`config.mk`:
```
export PLATFORM = sky130hd
export DESIGN_NAME = clk_stop_gate
export DESIGN_NICKNAME = d
export VERILOG_FILES = /design/src/rtl/clkstop_pkg.sv /design/src/rtl/clkstop_phase.sv /design/src/rtl/clkstop_sampler.sv /design/src/rtl/clkstop_lane.sv /design/src/rtl/clk_stop_gate.sv
export SDC_FILE = /design/constraint.sdc
export NUM_CORES = 1
export LEC_CHECK = 0
export BUFFER_PORTS_ARGS = -buffer_cell sky130_fd_sc_hd__buf_4
export CAP_MARGIN = 20
export CORE_AREA = 5 5 42 44
export CTS_BUF_LIST = sky130_fd_sc_hd__clkbuf_16
export CTS_CLUSTER_DIAMETER = 80
export DETAILED_ROUTE_END_ITERATION = 7
export DIE_AREA = 0 0 47 49
export PLACE_DENSITY = 0.52
export REMOVE_ABC_BUFFERS = 1
export SLEW_MARGIN = 20
export SYNTH_ARGS = -nofsm -noshare
export SYNTH_HDL_FRONTEND = slang
export SYNTH_HIERARCHICAL = 1
export SYNTH_SLANG_ARGS = --single-unit
export TNS_END_PERCENT = 20
```
`constraint.sdc`:
```
create_clock -name clk -period 1.96 [get_ports clk]
set_clock_uncertainty 0.2 [all_clocks]
set_input_delay 0.588 -clock clk [delete_from_list [all_inputs] [get_ports clk]]
set_output_delay 0.588 -clock clk [all_outputs]
set_load 0.01 [all_outputs]
```
`src/rtl/clkstop_pkg.sv`:
```
package clkstop_pkg;
    typedef enum logic {
        GRP_CPU = 1'b0,
        GRP_PCI = 1'b1
    } grp_e;
endpackage

```
`src/rtl/clkstop_phase.sv`:
```
// Divides clk into the reference phase and flags its half-period boundaries.
module clkstop_phase #(
    parameter int HALF_CYC = 2
) (
    input  logic clk,
    input  logic rst_n,
    output logic phase_q,
    output logic phase_nxt,
    output logic tog,
    output logic fall_t,
    output logic rise_t
);
    localparam int CW = (HALF_CYC > 1) ? $clog2(HALF_CYC) : 1;
    localparam logic [CW-1:0] LAST = CW'(HALF_CYC - 1);

    typedef struct packed {
        logic [CW-1:0] cnt;
        logic          ph;
    } ph_st_t;

    ph_st_t st_d, st_q;

    always_comb begin
        st_d = st_q;
        if (st_q.cnt == LAST) begin
            st_d.cnt = '0;
            st_d.ph  = ~st_q.ph;
        end else begin
            st_d.cnt = st_q.cnt + 1'b1;
        end
    end

    always_ff @(posedge clk) begin
        if (!rst_n) st_q <= '0;
        else        st_q <= st_d;
    end

    assign phase_q   = st_q.ph;
    assign phase_nxt = st_d.ph;
    assign tog       = (st_q.cnt == LAST);
    assign fall_t    = tog & st_q.ph;
    assign rise_t    = tog & ~st_q.ph;
endmodule

```
`src/rtl/clkstop_sampler.sv`:
```
// Two-stage sampler of the stop request, clocked on reference falling boundaries.
module clkstop_sampler (
    input  logic clk,
    input  logic rst_n,
    input  logic fall_t,
    input  logic req_n,
    output logic stop_first,
    output logic stop_q
);
    typedef struct packed {
        logic s1;
        logic s2;
    } smp_st_t;

    smp_st_t st_d, st_q;

    always_comb begin
        st_d = st_q;
        if (fall_t) begin
            st_d.s1 = req_n;
            st_d.s2 = st_q.s1;
        end
    end

    always_ff @(posedge clk) begin
        if (!rst_n) st_q <= '{s1: 1'b1, s2: 1'b1};
        else        st_q <= st_d;
    end

    assign stop_first = ~st_q.s1;
    assign stop_q     = ~st_q.s2;
endmodule

```
`src/rtl/clkstop_lane.sv`:
```
// One gated output. The run flag moves only on the boundary where the
// reference is already at the park level.
module clkstop_lane #(
    parameter bit PARK_HIGH = 1'b1
) (
    input  logic clk,
    input  logic rst_n,
    input  logic park_t,
    input  logic phase_nxt,
    input  logic stoppable,
    input  logic stop_eff,
    output logic out_q,
    output logic run_q
);
    typedef struct packed {
        logic run;
        logic out;
    } lane_st_t;

    lane_st_t st_d, st_q;

    always_comb begin
        st_d = st_q;
        if (park_t) st_d.run = ~(stoppable & stop_eff);
        st_d.out = st_d.run ? phase_nxt : PARK_HIGH;
    end

    always_ff @(posedge clk) begin
        if (!rst_n) st_q <= '{run: 1'b1, out: 1'b0};
        else        st_q <= st_d;
    end

    assign out_q = st_q.out;
    assign run_q = st_q.run;
endmodule

```
`src/rtl/clk_stop_gate.sv`:
```
module clk_stop_gate #(
    parameter clkstop_pkg::grp_e GROUP    = clkstop_pkg::GRP_CPU,
    parameter int                N_OUT    = 2,
    parameter int                HALF_CYC = 2
) (
    input  logic             clk,
    input  logic             rst_n,
    input  logic             stop_pin_n,
    input  logic             stop_reg,
    input  logic [N_OUT-1:0] stoppable,
    output logic [N_OUT-1:0] clk_t,
    output logic [N_OUT-1:0] clk_c,
    output logic             stop_rb
);
    localparam bit IS_PCI = (GROUP == clkstop_pkg::GRP_PCI);

    logic phase_q, phase_nxt, tog, fall_t, rise_t;
    logic req_n, stop_first, stop_q, stop_eff, park_t;
    logic [N_OUT-1:0] run_vec;

    clkstop_phase #(.HALF_CYC(HALF_CYC)) u_phase (
        .clk(clk), .rst_n(rst_n), .phase_q(phase_q), .phase_nxt(phase_nxt),
        .tog(tog), .fall_t(fall_t), .rise_t(rise_t)
    );

    assign req_n   = IS_PCI ? (stop_pin_n & stop_reg) : stop_pin_n;
    assign stop_rb = req_n;

    clkstop_sampler u_smp (
        .clk(clk), .rst_n(rst_n), .fall_t(fall_t), .req_n(req_n),
        .stop_first(stop_first), .stop_q(stop_q)
    );

    // Peripheral group parks low on a falling boundary, acting on the sample
    // taken one fall earlier; processor group parks high on the rising boundary
    // after the second falling sample.
    assign park_t   = IS_PCI ? fall_t : rise_t;
    assign stop_eff = IS_PCI ? stop_first : stop_q;

    for (genvar i = 0; i < N_OUT; i++) begin : g_lane
        clkstop_lane #(.PARK_HIGH(!IS_PCI)) u_lane (
            .clk(clk), .rst_n(rst_n), .park_t(park_t), .phase_nxt(phase_nxt),
            .stoppable(stoppable[i]), .stop_eff(stop_eff),
            .out_q(clk_t[i]), .run_q(run_vec[i])
        );
        if (IS_PCI) begin : g_pci
            assign clk_c[i] = 1'b0;
        end else begin : g_cpu
            assign clk_c[i] = ~clk_t[i];
        end
    end
endmodule

```
# ---- After elaboration in Yosys (flattened, before gate mapping)
# Index checks and enable logic that the tools add are counted.
# W data, S select, Z words.
dict set report totals {
  input_bits 6
  regBits 8
  mem_count 0
  output_inout_bits 5
  romBits 0
  wordCells 26
  latch_bits 0
  mem_bits_rw 0
}
dict set report classes {
  order_cmp 0
  n_eq_ne 0
  muxes 5
  reduce_logical 1
  bitwise_logic 11
  shift 0
  n_mul 0
  div 0
  addsub 1
}
# op n
set op_table {}
lappend op_table {{$not A1 Y1} 7}
lappend op_table {{$mux W1} 5}
lappend op_table {{$and A1 B1 Y1} 4}
lappend op_table {{$reduce_or A2 Y1} 1}
lappend op_table {{$add A1 B1 Y1 const B} 1}

# ---- Depth between registers and ports, before layout
# Gate-level depths: netlist of run 1.
dict set report logic_depth {
  word_depth 5
  depth_mapped 4
  depth_no_buf 4
}

# ---- Modules after synthesis
# The synthesis of run 1 kept the hierarchy.
# mod n_inst cells_each seq_area_each_um2 area_per_inst_um2
set modules_own_cells {}
lappend modules_own_cells {clkstop_lane 2 6 40.0 63.8}
lappend modules_own_cells {clkstop_phase 1 8 40.0 100.1}
lappend modules_own_cells {clkstop_sampler 1 8 40.0 75.1}
lappend modules_own_cells {clk_stop_gate 1 3 0.0 15.0}

# ---- Worst setup path after synthesis of run 1
# OpenSTA, ideal clock, no wires.
dict set report synth_timing {
  path_type {input -> output}
  from {in stop_pin_n}
  to {out stop_rb}
  path_stages 1
  t_required_ps 1172
  arrival_ps 707
  path_slack_ps 465
  path_buffers 1
  path_cell_list {buf_4}
}
# element line_no
set synth_rtl {}
lappend synth_rtl {{start, declared} clk_stop_gate.sv:8} ;# input logic stop_pin_n,
lappend synth_rtl {{end, declared} clk_stop_gate.sv:13} ;# output logic stop_rb
# No word-level cell between the ends.

# ---- Worst setup path in the final report of run 1
dict set report layout_timing {
  from {in stop_pin_n}
  to {out stop_rb}
}
# No word-level cell between the ends.

==> results.txt, run 1 <==
----------------------------------------------------
[Run status]
  Run status ... complete, no violations

[GRT]
  Initial antenna violation count ... 0
  Vias in the first global route ... 193
  Largest net degree at the start of global routing ... 9
  First-pass GRT wire length ... 814 um
  Met3 capacity usage during global routing ... 0.0701
  Met2 Use GR ... 0.0498
  Overall fraction of global-route tracks in use ... 0.0544
  Most utilized layer in the global route result ... met3
  Residual overflow from global routing ... 0
  Global Route met1 Usage ... 0.0665

[Worst setup path]
  Type of element capturing the critical path ... output port
  Largest fanout on the critical path ... 2
  Kind of cell adding the most delay to the critical path ... buffers and inverters
  Largest stage delay on the critical path ... 0.13 ns
  Required time worst endpoint ... 1.17 ns
  WP data arrival ... 0.83 ns
  Critical Path Slowest Stage Cell ... buf_4
  CP bufs+invs ... 2
  Crit path cell chain ... buf_4 -> buf_4
  Top cell by count, worst path ... buf_4
  Crit start category ... input port
  Type of the setup path with the least slack ... input port to output port

[Synthesis]
  Ys Warns ... 6
  Portion of the post-synthesis area used by sequential elements ... 0.504
  Number of distinct library cells after synthesis ... 13
  Library cell with the largest summed area after synthesis ... dfxtp_1
  Leading cell types by total area after synthesis ... dfxtp_1 (50%), nor2b_4 (8.7%), ha_1 (7.9%)
  Top-area cell type share of the netlist area ... 0.504
  Post-Syn Instances ... 31
  Synthesized area per cell ... 10.3 um2
  Synthesized area ... 318 um2
  Post-synthesis sequential element count ... 8

[Detailed routing]
  Number of vias per cell ... 3.83
  Final routed DRC violation total ... 0
  Routed len/inst ... 8.79 um
  Antenna Nets Post-Route ... 0
  Final routed wirelength across all metal layers ... 510 um
  Total iterations of the first detailed-routing run ... 2
  Total vias in the final route ... 222
  Initial detailed-routing violation count ... 1

[Clocking]
  Post CTS Setup Buffer Count ... 0
  Maximum level of the CTS H-tree ... 1
  Clock network latency to the later pin of the worst-skew pair ... 0.22 ns
  Number of buffers inserted by hold repair at cts ... 0
  Clock buffer count from CTS ... 3
  Post-cts repair resize count ... 0
  Maximum buffer depth of the clock tree ... 2
  Clock sink count ... 8
  Clock-pin slew on the worst setup and hold paths ... 0.03 ns
  Clk Tree Root Cell ... clkbuf_16
  TritonCTS clock tree ... yes

[Min path]
  Worst Hold Class ... flop to flop

[Place]
  Routability cong. ... 0.620
  IO Port Bufs ... 9

[Floorplanning]
  Chip height ... 49 um
  Die ar. ... 2300 um2
  Initial core utilization ... 0.227
  I/O Pins ... 11
  Count of standard-cell rows ... 14
  Floorplan die width ... 47 um
  CORE AREA ... 1400 um2

[Timing]
  Max transition margin ... 0.887
  Max Slew Vio Count ... 0
  Summed negative setup slack over all endpoints ... 0 ns
  Final setup violation count ... 0
  Final hold slack ... 0.279 ns
  Slew at the pin closest to its max-slew limit ... 0.169 ns
  Fmax achieved ... 0.617 GHz
  RSZ-0062 raised after global routing ... no
  Clock period minus worst slack ... 1.62 ns
  Fin. Hold Viols ... 0
  Fraction of the cycle the final worst path needs ... 0.827

[Power]
  Leakage power summed over all cells ... 0.232 nW
  Worst IR drop on VDD ... 882 uV
  Power per standard cell area ... 1210 nW/um2

[Finish]
  Fraction of layout cells with a size suffix above 1 ... 0.381
  Layout Nets ... 52
  Number of diodes added for antenna fixing ... 0
  Final Util ... 0.338
  P&R area growth vs syn ... 48.8%
  Layout fillers ... 155

[Run]
  Max-cap violation count ... 0

----------------------------------------------------
[where the power goes]
part / internal (mW) / switching (mW) / total [mW]
registers: 0.175 / 0.00639 / 0.182
clock network: 0.262 / 0.0696 / 0.332
logic: 0.0332 / 0.0263 / 0.0595
total: 0.470 / 0.102 / 0.573
[Yosys cell counts]
library cell	n
inv_2	1
o31a_1	2
nor2_1	2
nand2_1	2
o211ai_1	1
ha_1	2
buf_4	1
o21ai_0	2
inv_1	5
o211ai_2	1
and3_1	2
dfxtp_1	8
nor2b_4	2
[path summary, 6_finish.rpt]
| check | cells past startpoint | slack, ns | endpoint | start |
|---|---|---|---|---|
| min | 1 | 0.28 | u_phase/tog | u_phase/tog |
| max | 2 | 0.34 | stop_rb | stop_pin_n |
| min reg2reg | 1 | 0.28 | u_phase/tog | u_phase/tog |
| max reg2reg | 4 | 0.59 | g_lane[1].u_lane/out_q | u_phase/phase_q |
[routing by layer]
metal  up-vias  wire length, um  share of wire
met5         -                0              0
met1        90              239           0.47
li1        122                -              -
met4         0                0              0
met3         0               77           0.15
met2        10              193           0.38
[stage by stage]
step                      cells  area (um2)  setup slack [ns]  power, mW
after floorplan              30         310             0.584      0.215
after global placement       55         398             0.340      0.244
after detailed placement     55         398             0.339      0.244
after CTS                    58         473             0.338      0.584
after global routing         58         473             0.333      0.603
final                        58         473             0.340      0.573
[cell usage in the layout (no fill, tap or decap), drive strengths merged]
cell type / netlist / layout
nor2: 2 / 2
inv: 6 / 6
o211ai: 2 / 2
and3: 2 / 2
nand2: 2 / 2
dfxtp: 8 / 8
o21ai: 2 / 2
o31a: 2 / 2
clkbuf: 0 / 3
ha: 2 / 2
nor2b: 2 / 2
buf: 1 / 9
[state kept, by name (all words and copies together) (netlist names)]
register and cells:
g_lane.u_lane/out_q 2, u_phase/phase_q 1, u_phase/tog 1, u_smp/st_q 2
g_lane.u_lane/run_q 2
[area by class of cell]
cell class,instances,area [um2],share of cell area
Multi-Input combinational cell,16,128,0.270
Timing Repair Buffer,9,67.6,0.143
Tap cell,16,20.0,0.0423
Inverter,6,22.5,0.0476
Sequential cell,8,160,0.339
Clock buffer,3,75.1,0.159
[cell families (layout without fill, tap and decap cells)]
group | count (synthesis) | in the layout | synth area share
buffers and inverters | 7 | 18 | 0.0945
adder cells (fa/ha/maj) | 2 | 2 | 0.0787
AO/OA/AOI/OAI | 6 | 6 | 0.150
flip-flops | 8 | 8 | 0.504
AND/OR/NAND/NOR | 8 | 8 | 0.173
No activity file was read; power rests on OpenSTA's default activity.
==> inputs of run 2 (changes only) <==
--- a/config.mk
+++ b/config.mk
@@ -5,6 +5,7 @@
 export SDC_FILE = /design/constraint.sdc
 export NUM_CORES = 1
 export LEC_CHECK = 0
+export ABC_AREA = 1
 export BUFFER_PORTS_ARGS = -buffer_cell sky130_fd_sc_hd__buf_4
 export CAP_MARGIN = 20
 export CORE_AREA = 5 5 42 44
@@ -12,7 +13,7 @@
 export CTS_CLUSTER_DIAMETER = 80
 export DETAILED_ROUTE_END_ITERATION = 7
 export DIE_AREA = 0 0 47 49
-export PLACE_DENSITY = 0.52
+export PLACE_DENSITY = 0.53
 export REMOVE_ABC_BUFFERS = 1
 export SLEW_MARGIN = 20
 export SYNTH_ARGS = -nofsm -noshare
==> constraint.sdc (replaced) <==
create_clock -name clk -period 1.6 [get_ports clk]
set_clock_uncertainty 0.2 [all_clocks]
set_input_delay 0.48 -clock clk [delete_from_list [all_inputs] [get_ports clk]]
set_output_delay 0.48 -clock clk [all_outputs]
set_load 0.01 [all_outputs]
==> run 2 against run 1 <==
Final cell count grew 16%. Combinational power increased by 58%. Sequential share of layout area down 0.62 points. Synthesized area increased by 2.8%. Clock-buffer cell count unchanged. Worst hold slack got worse by 0.036 ns. Total power is 28% higher. Flip-flop and latch count is the same.
==> results.txt, run 2 <==
----------------------------------------------------
[Worst setup path]
  Crit path cell chain ... buf_4 -> buf_4 (unchanged)
  Number of cells on the worst reg-to-reg path ... 6 (was 4)
  CP bufs+invs ... 2 (unchanged)
  Largest fanout on the critical path ... 2 (unchanged)
  Worst reg2reg endpoint ... g_lane[0].u_lane/out_q (was g_lane[1].u_lane/out_q)
  Type of element capturing the critical path ... output port (unchanged)
  R2r startpoint ... u_phase/phase_q (unchanged)
  Register-to-register setup slack ... 0.45 ns (was 0.59 ns)
  WP data arrival ... 0.72 ns (was 0.83 ns)
  Top cell by count, worst path ... buf_4 (unchanged)
  Required time worst endpoint ... 0.92 ns (was 1.17 ns)
  Type of the setup path with the least slack ... input port to output port (unchanged)
  Crit start category ... input port (unchanged)
  Kind of cell adding the most delay to the critical path ... buffers and inverters (unchanged)
  Largest stage delay on the critical path ... 0.13 ns (about the same)
  Critical Path Slowest Stage Cell ... buf_4 (unchanged)

[Power]
  Combinational power share ... 0.128 (was 0.104)
  Worst IR drop on VDD ... 477 uV (was 882 uV)
  Share of total power in sequential cells ... 0.314 (was 0.317)
  Switching Power ... 0.146 mW (was 0.102 mW)
  Leakage power summed over all cells ... 0.254 nW (was 0.232 nW)
  Power per standard cell area ... 1530 nW/um2 (was 1210 nW/um2)
  Total power draw ... 0.735 mW (was 0.573 mW)
  Total internal power ... 0.590 mW (was 0.470 mW)
  Switch share ... 0.198 (was 0.179)
  Clock network power share ... 0.559 (was 0.579)

[Timing]
  Max Slew Vio Count ... 0 (unchanged)
  Clock period minus worst slack ... 1.40 ns
  Fraction of the cycle the final worst path needs ... 0.877
  Summed negative setup slack over all endpoints ... 0 ns (unchanged)
  Final setup violation count ... 0 (unchanged)
  Fmax achieved ... 0.713 GHz
  Fin. Hold Viols ... 0 (unchanged)
  Max transition margin ... 0.896 (was 0.887)
  Slew at the pin closest to its max-slew limit ... 0.156 ns (was 0.169 ns)
  RSZ-0062 raised after global routing ... no (unchanged)

[Min path]
  Hold Path Origin ... u_phase/tog (unchanged)
  Destination of the worst hold path ... u_phase/tog (unchanged)
  Hold Path Cell Cnt ... 1 (unchanged)
  Worst Hold Class ... flop to flop (unchanged)

[Finish]
  P&R area growth vs syn ... 47.5% (was 48.8%)
  Most frequent standard cell in the layout excluding fill and tap cells ... nand2_1 (was buf_4)
  Highest-count cells in the layout ignoring fill and taps ... nand2_1 (10), inv_1 (9), buf_4 (9) (was buf_4 (9), dfxtp_1 (8), inv_1 (5))
  Number of diodes added for antenna fixing ... 0 (unchanged)
  Fraction of layout cells with a size suffix above 1 ... 0.353 (was 0.381)
  Layout fillers ... 149 (was 155)
  Layout Nets ... 61 (was 52)

[Synthesis]
  Ys Warns ... 6 (unchanged)
  Post-Syn Instances ... 40 (was 31)
  Synthesized area per cell ... 8.16 um2 (was 10.3 um2)
  Synthesized area ... 327 um2 (was 318 um2)

[Detailed routing]
  Routed len/inst ... 7.67 um (was 8.79 um)
  Initial detailed-routing violation count ... 4 (was 1)
  Number of vias per cell ... 3.58 (was 3.83)
  Final routed wirelength across all metal layers ... 514 um (was 510 um)
  Antenna Nets Post-Route ... 0 (unchanged)
  Final routed DRC violation total ... 0 (unchanged)
  Total vias in the final route ... 240 (was 222)
  Total iterations of the first detailed-routing run ... 3 (was 2)

[Clocking]
  Clock network latency to the later pin of the worst-skew pair ... 0.23 ns (was 0.22 ns)
  Maximum buffer depth of the clock tree ... 2 (unchanged)
  Clk Tree Root Cell ... clkbuf_16 (unchanged)
  Clock-pin slew on the worst setup and hold paths ... 0.03 ns (about the same)
  Post-cts repair resize count ... 0 (unchanged)
  TritonCTS clock tree ... yes (unchanged)
  Post CTS Setup Buffer Count ... 0 (unchanged)
  Clock sink count ... 8 (unchanged)
  Number of buffers inserted by hold repair at cts ... 0 (unchanged)
  Maximum level of the CTS H-tree ... 1 (unchanged)
  Clock buffer count from CTS ... 3 (unchanged)

[Floorplanning]
  I/O Pins ... 11 (unchanged)
  Count of standard-cell rows ... 14 (unchanged)
  Chip height ... 49 um (unchanged)
  Die ar. ... 2300 um2 (unchanged)
  CORE AREA ... 1400 um2 (unchanged)
  Floorplan die width ... 47 um (unchanged)
  Initial core utilization ... 0.233 (was 0.227)

[GRT]
  First-pass GRT wire length ... 793 um (was 814 um)
  Overall fraction of global-route tracks in use ... 0.0550 (was 0.0544)
  Vias in the first global route ... 200 (was 193)
  Residual overflow from global routing ... 0 (unchanged)
  Largest net degree at the start of global routing ... 8 (was 9)
  Initial antenna violation count ... 0 (unchanged)

[Place]
  Post-DP HPWL ... 399 um
  Routability cong. ... 0.594 (was 0.620)
  IO Port Bufs ... 9 (unchanged)

[Run]
  Max-cap violation count ... 0 (unchanged)

[Run status]
  Run status ... complete, no violations (unchanged)

----------------------------------------------------
==> run 2: power groups by stage <==
| stage | Clock, mW | Combinational, mW | Sequential (mW) |
|---|---|---|---|
| finish | 0.411 | 0.0939 | 0.231 |
| global route | 0.432 | 0.105 | 0.233 |
| CTS | 0.423 | 0.0957 | 0.231 |
| detailed placement | 0 | 0.0952 | 0.234 |
| global placement | 0 | 0.0951 | 0.233 |
| floorplan | 0 | 0.0475 | 0.237 |
==> run 2: layout make-up <==
class	count	area [um2]	share of cell area
Sequential cell	8	160	0.332
Multi-Input combinational cell	22	125	0.260
Clock buffer	3	75.1	0.156
Timing Repair Buffer	9	67.6	0.140
Inverter	9	33.8	0.0701
Tap cell	16	20.0	0.0416
==> run 2: stage by stage <==
step / setup WS, ns / hold WS (ns) / instance area, um2 / utilization / std cells
after floorplan: 0.440 / 0.219 / 319 / - / 39
after global placement: 0.197 / 0.238 / 407 / 0.290 / 64
after detailed placement: 0.196 / 0.243 / 407 / 0.290 / 64
after CTS: 0.194 / 0.247 / 482 / 0.344 / 67
after global routing: 0.170 / 0.265 / 482 / 0.344 / 67
final: 0.197 / 0.242 / 482 / 0.344 / 67
==> run 2: worst max-delay path by stage <==
stage | from | cells after the start | slack, ns | to
after floorplan | stop_pin_n | 0 | 0.44 | stop_rb
after global placement | stop_pin_n | 2 | 0.20 | stop_rb
after detailed placement | stop_pin_n | 2 | 0.20 | stop_rb
after CTS | g_lane[0].u_lane/out_q | 2 | 0.19 | clk_c[0]
after global routing | g_lane[0].u_lane/out_q | 2 | 0.17 | clk_c[0]
final | stop_pin_n | 2 | 0.20 | stop_rb
==> run 2: metal layers <==
layer,wire length (um),GRT usage
met4,0,0.0691
met3,53,0.0332
met5,0,0
met2,207,0.0520
met1,254,0.0686
==> inputs of run 3 (changes only) <==
--- a/config.mk
+++ b/config.mk
@@ -5,7 +5,6 @@
 export SDC_FILE = /design/constraint.sdc
 export NUM_CORES = 1
 export LEC_CHECK = 0
-export ABC_AREA = 1
 export BUFFER_PORTS_ARGS = -buffer_cell sky130_fd_sc_hd__buf_4
 export CAP_MARGIN = 20
 export CORE_AREA = 5 5 42 44
@@ -13,7 +12,7 @@
 export CTS_CLUSTER_DIAMETER = 80
 export DETAILED_ROUTE_END_ITERATION = 7
 export DIE_AREA = 0 0 47 49
-export PLACE_DENSITY = 0.53
+export PLACE_DENSITY = 0.52
 export REMOVE_ABC_BUFFERS = 1
 export SLEW_MARGIN = 20
 export SYNTH_ARGS = -nofsm -noshare
==> run 3 against run 2 <==
Wire length grew 3.5%. Critical path depth did not move. Register-to-register slack got worse by 0.22 ns. Flip-flop and latch count is the same. Total power decreased by 3.1%. Largest cell class unchanged. Highest routed layer is now met4. Via count fell by 4.2%.
==> results.txt, run 3 (synthesized netlist as in run 1, its figures left out) <==
----------------------------------------------------
[Clocking]
  Post CTS Setup Buffer Count ... 0 (unchanged)
  TritonCTS clock tree ... yes (unchanged)
  Maximum buffer depth of the clock tree ... 2 (unchanged)
  Clock network latency to the later pin of the worst-skew pair ... 0.23 ns (about the same)
  Clock-pin slew on the worst setup and hold paths ... 0.04 ns (was 0.03 ns)
  Clk Tree Root Cell ... clkbuf_16 (unchanged)
  Clock buffer count from CTS ... 3 (unchanged)
  Number of buffers inserted by hold repair at cts ... 0 (unchanged)
  Clock sink count ... 8 (unchanged)
  Maximum level of the CTS H-tree ... 1 (unchanged)
  Post-cts repair resize count ... 0 (unchanged)

[Floorplanning]
  Initial core utilization ... 0.227 (was 0.233)
  CORE AREA ... 1400 um2 (unchanged)
  Chip height ... 49 um (unchanged)
  I/O Pins ... 11 (unchanged)
  Die ar. ... 2300 um2 (unchanged)
  Count of standard-cell rows ... 14 (unchanged)
  Floorplan die width ... 47 um (unchanged)

[Worst setup path]
  Crit path cell chain ... inv_1 -> buf_4 (was buf_4 -> buf_4)
  Number of cells on the worst reg-to-reg path ... 4 (was 6)
  Type of element capturing the critical path ... output port (unchanged)
  Crit start category ... flop (was input port)
  Largest stage delay on the critical path ... 0.32 ns (was 0.13 ns)
  CP bufs+invs ... 2 (unchanged)
  Critical path depth in cells ... 2 (unchanged)
  Required time worst endpoint ... 0.92 ns (about the same)
  WP data arrival ... 0.73 ns (was 0.72 ns)
  Worst reg2reg endpoint ... g_lane[0].u_lane/out_q (unchanged)
  Kind of cell adding the most delay to the critical path ... flip-flops (was buffers and inverters)
  R2r startpoint ... u_phase/phase_q (unchanged)
  Critical Path Slowest Stage Cell ... dfxtp_1 (was buf_4)
  Type of the setup path with the least slack ... flop to output port (was input port to output port)
  Largest fanout on the critical path ... 2 (unchanged)
  Register-to-register setup slack ... 0.23 ns (was 0.45 ns)

[Power]
  Leakage power summed over all cells ... 0.232 nW (was 0.254 nW)
  Worst IR drop on VDD ... 654 uV (was 477 uV)
  Combinational power share ... 0.102 (was 0.128)
  Total internal power ... 0.577 mW (was 0.590 mW)
  Share of total power in sequential cells ... 0.312 (was 0.314)
  Power per standard cell area ... 1510 nW/um2 (was 1530 nW/um2)
  Switch share ... 0.190 (was 0.198)
  Switching Power ... 0.135 mW (was 0.146 mW)
  Clock network power share ... 0.585 (was 0.559)

[Min path]
  Worst Hold Class ... input port to flop (was flop to flop)
  Hold Path Cell Cnt ... 3 (was 1)
  Destination of the worst hold path ... u_smp/st_q[1] (was u_phase/tog)
  Hold Path Origin ... stop_pin_n (was u_phase/tog)

[GRT]
  Overall fraction of global-route tracks in use ... 0.0607 (was 0.0550)
  Vias in the first global route ... 199 (was 200)
  Largest net degree at the start of global routing ... 9 (was 8)
  Initial antenna violation count ... 0 (unchanged)
  First-pass GRT wire length ... 862 um (was 793 um)
  Residual overflow from global routing ... 0 (unchanged)

[Timing]
  Final setup violation count ... 0 (unchanged)
  Final hold slack ... 0.263 ns (was 0.242 ns)
  Clock period minus worst slack ... 1.41 ns (was 1.40 ns)
  Max Slew Vio Count ... 0 (unchanged)
  Fraction of the cycle the final worst path needs ... 0.879 (was 0.877)
  RSZ-0062 raised after global routing ... no (unchanged)
  Fin. Hold Viols ... 0 (unchanged)
  Fmax achieved ... 0.711 GHz (was 0.713 GHz)
  Summed negative setup slack over all endpoints ... 0 ns (unchanged)
  Max transition margin ... 0.888 (was 0.896)
  Slew at the pin closest to its max-slew limit ... 0.167 ns (was 0.156 ns)

[Detailed routing]
  Total vias in the final route ... 230 (was 240)
  Total iterations of the first detailed-routing run ... 1 (was 3)
  Final routed wirelength across all metal layers ... 532 um (was 514 um)
  Routed len/inst ... 9.17 um (was 7.67 um)
  Antenna Nets Post-Route ... 0 (unchanged)
  Final routed DRC violation total ... 0 (unchanged)
  Number of vias per cell ... 3.97 (was 3.58)
  Initial detailed-routing violation count ... 0 (was 4)

[Finish]
  Fraction of layout cells with a size suffix above 1 ... 0.381 (was 0.353)
  Most frequent standard cell in the layout excluding fill and tap cells ... buf_4 (was nand2_1)
  Number of standard cells in the layout, taps in and fillers out ... 58 (was 67)
  Layout fillers ... 158 (was 149)
  Layout Nets ... 52 (was 61)
  Finished layout cell area ... 473 um2 (was 482 um2)
  Number of diodes added for antenna fixing ... 0 (unchanged)
  P&R area growth vs syn ... 48.8% (was 47.5%)
  Highest-count cells in the layout ignoring fill and taps ... buf_4 (9), dfxtp_1 (8), inv_1 (5) (was nand2_1 (10), inv_1 (9), buf_4 (9))

[Place]
  Cell area after placement ... 398 um2 (was 407 um2)
  IO Port Bufs ... 9 (unchanged)
  Placed cells ... 55 (was 64)
  Routability cong. ... 0.635 (was 0.594)

[Run status]
  Run status ... complete, no violations (unchanged)

[Run]
  Max-cap violation count ... 0 (unchanged)

----------------------------------------------------
## run 3: layout make-up
class | count | area, um2 | area share
multi-input cells | 16 | 128 | 0.270
repair buffers | 9 | 67.6 | 0.143
inverters | 6 | 22.5 | 0.0476
well taps | 16 | 20.0 | 0.0423
clock buffers | 3 | 75.1 | 0.159
flip-flops and latches | 8 | 160 | 0.339
## run 3: power by group through the flow
| stage | Sequential [mW] | Combinational (mW) | Clock [mW] |
|---|---|---|---|
| floorplan | 0.227 | 0.0362 | 0 |
| global placement | 0.225 | 0.0737 | 0 |
| detailed placement | 0.226 | 0.0741 | 0 |
| CTS | 0.223 | 0.0743 | 0.432 |
| global route | 0.224 | 0.0789 | 0.446 |
| finish | 0.223 | 0.0727 | 0.417 |
## run 3: tightest hold or removal path, stage by stage
cell and delay [ns]:
buf_4 0.08, nand2_1 0.05, o211ai_2 0.05
## run 3: worst max path at each step
stage	start	endpoint	slack, ns
final	g_lane[0].u_lane/out_q	clk_c[0]	0.19
after global routing	u_phase/phase_q	g_lane[0].u_lane/out_q	0.16
after CTS	g_lane[0].u_lane/out_q	clk_c[0]	0.18
after detailed placement	stop_pin_n	stop_rb	0.19
after global placement	stop_pin_n	stop_rb	0.20
after floorplan	u_phase/phase_q	g_lane[0].u_lane/out_q	0.28
## run 3: metal layers
layer	global-route usage	up-vias	wire length (um)
met5	0	-	0
met4	0.0691	0	23
met3	0.0590	3	83
met2	0.0543	11	202
met1	0.0687	94	222
li1	-	122	-
## run 3: metrics by stage
step	utilization	power, mW	setup slack [ns]
6_report	0.338	0.712	0.194
5_1_grt	0.338	0.749	0.157
4_1_cts	0.338	0.729	0.183
3_5_place_dp	0.284	0.300	0.195
3_3_place_gp	0.284	0.299	0.196
2_1_floorplan	-	0.264	0.284
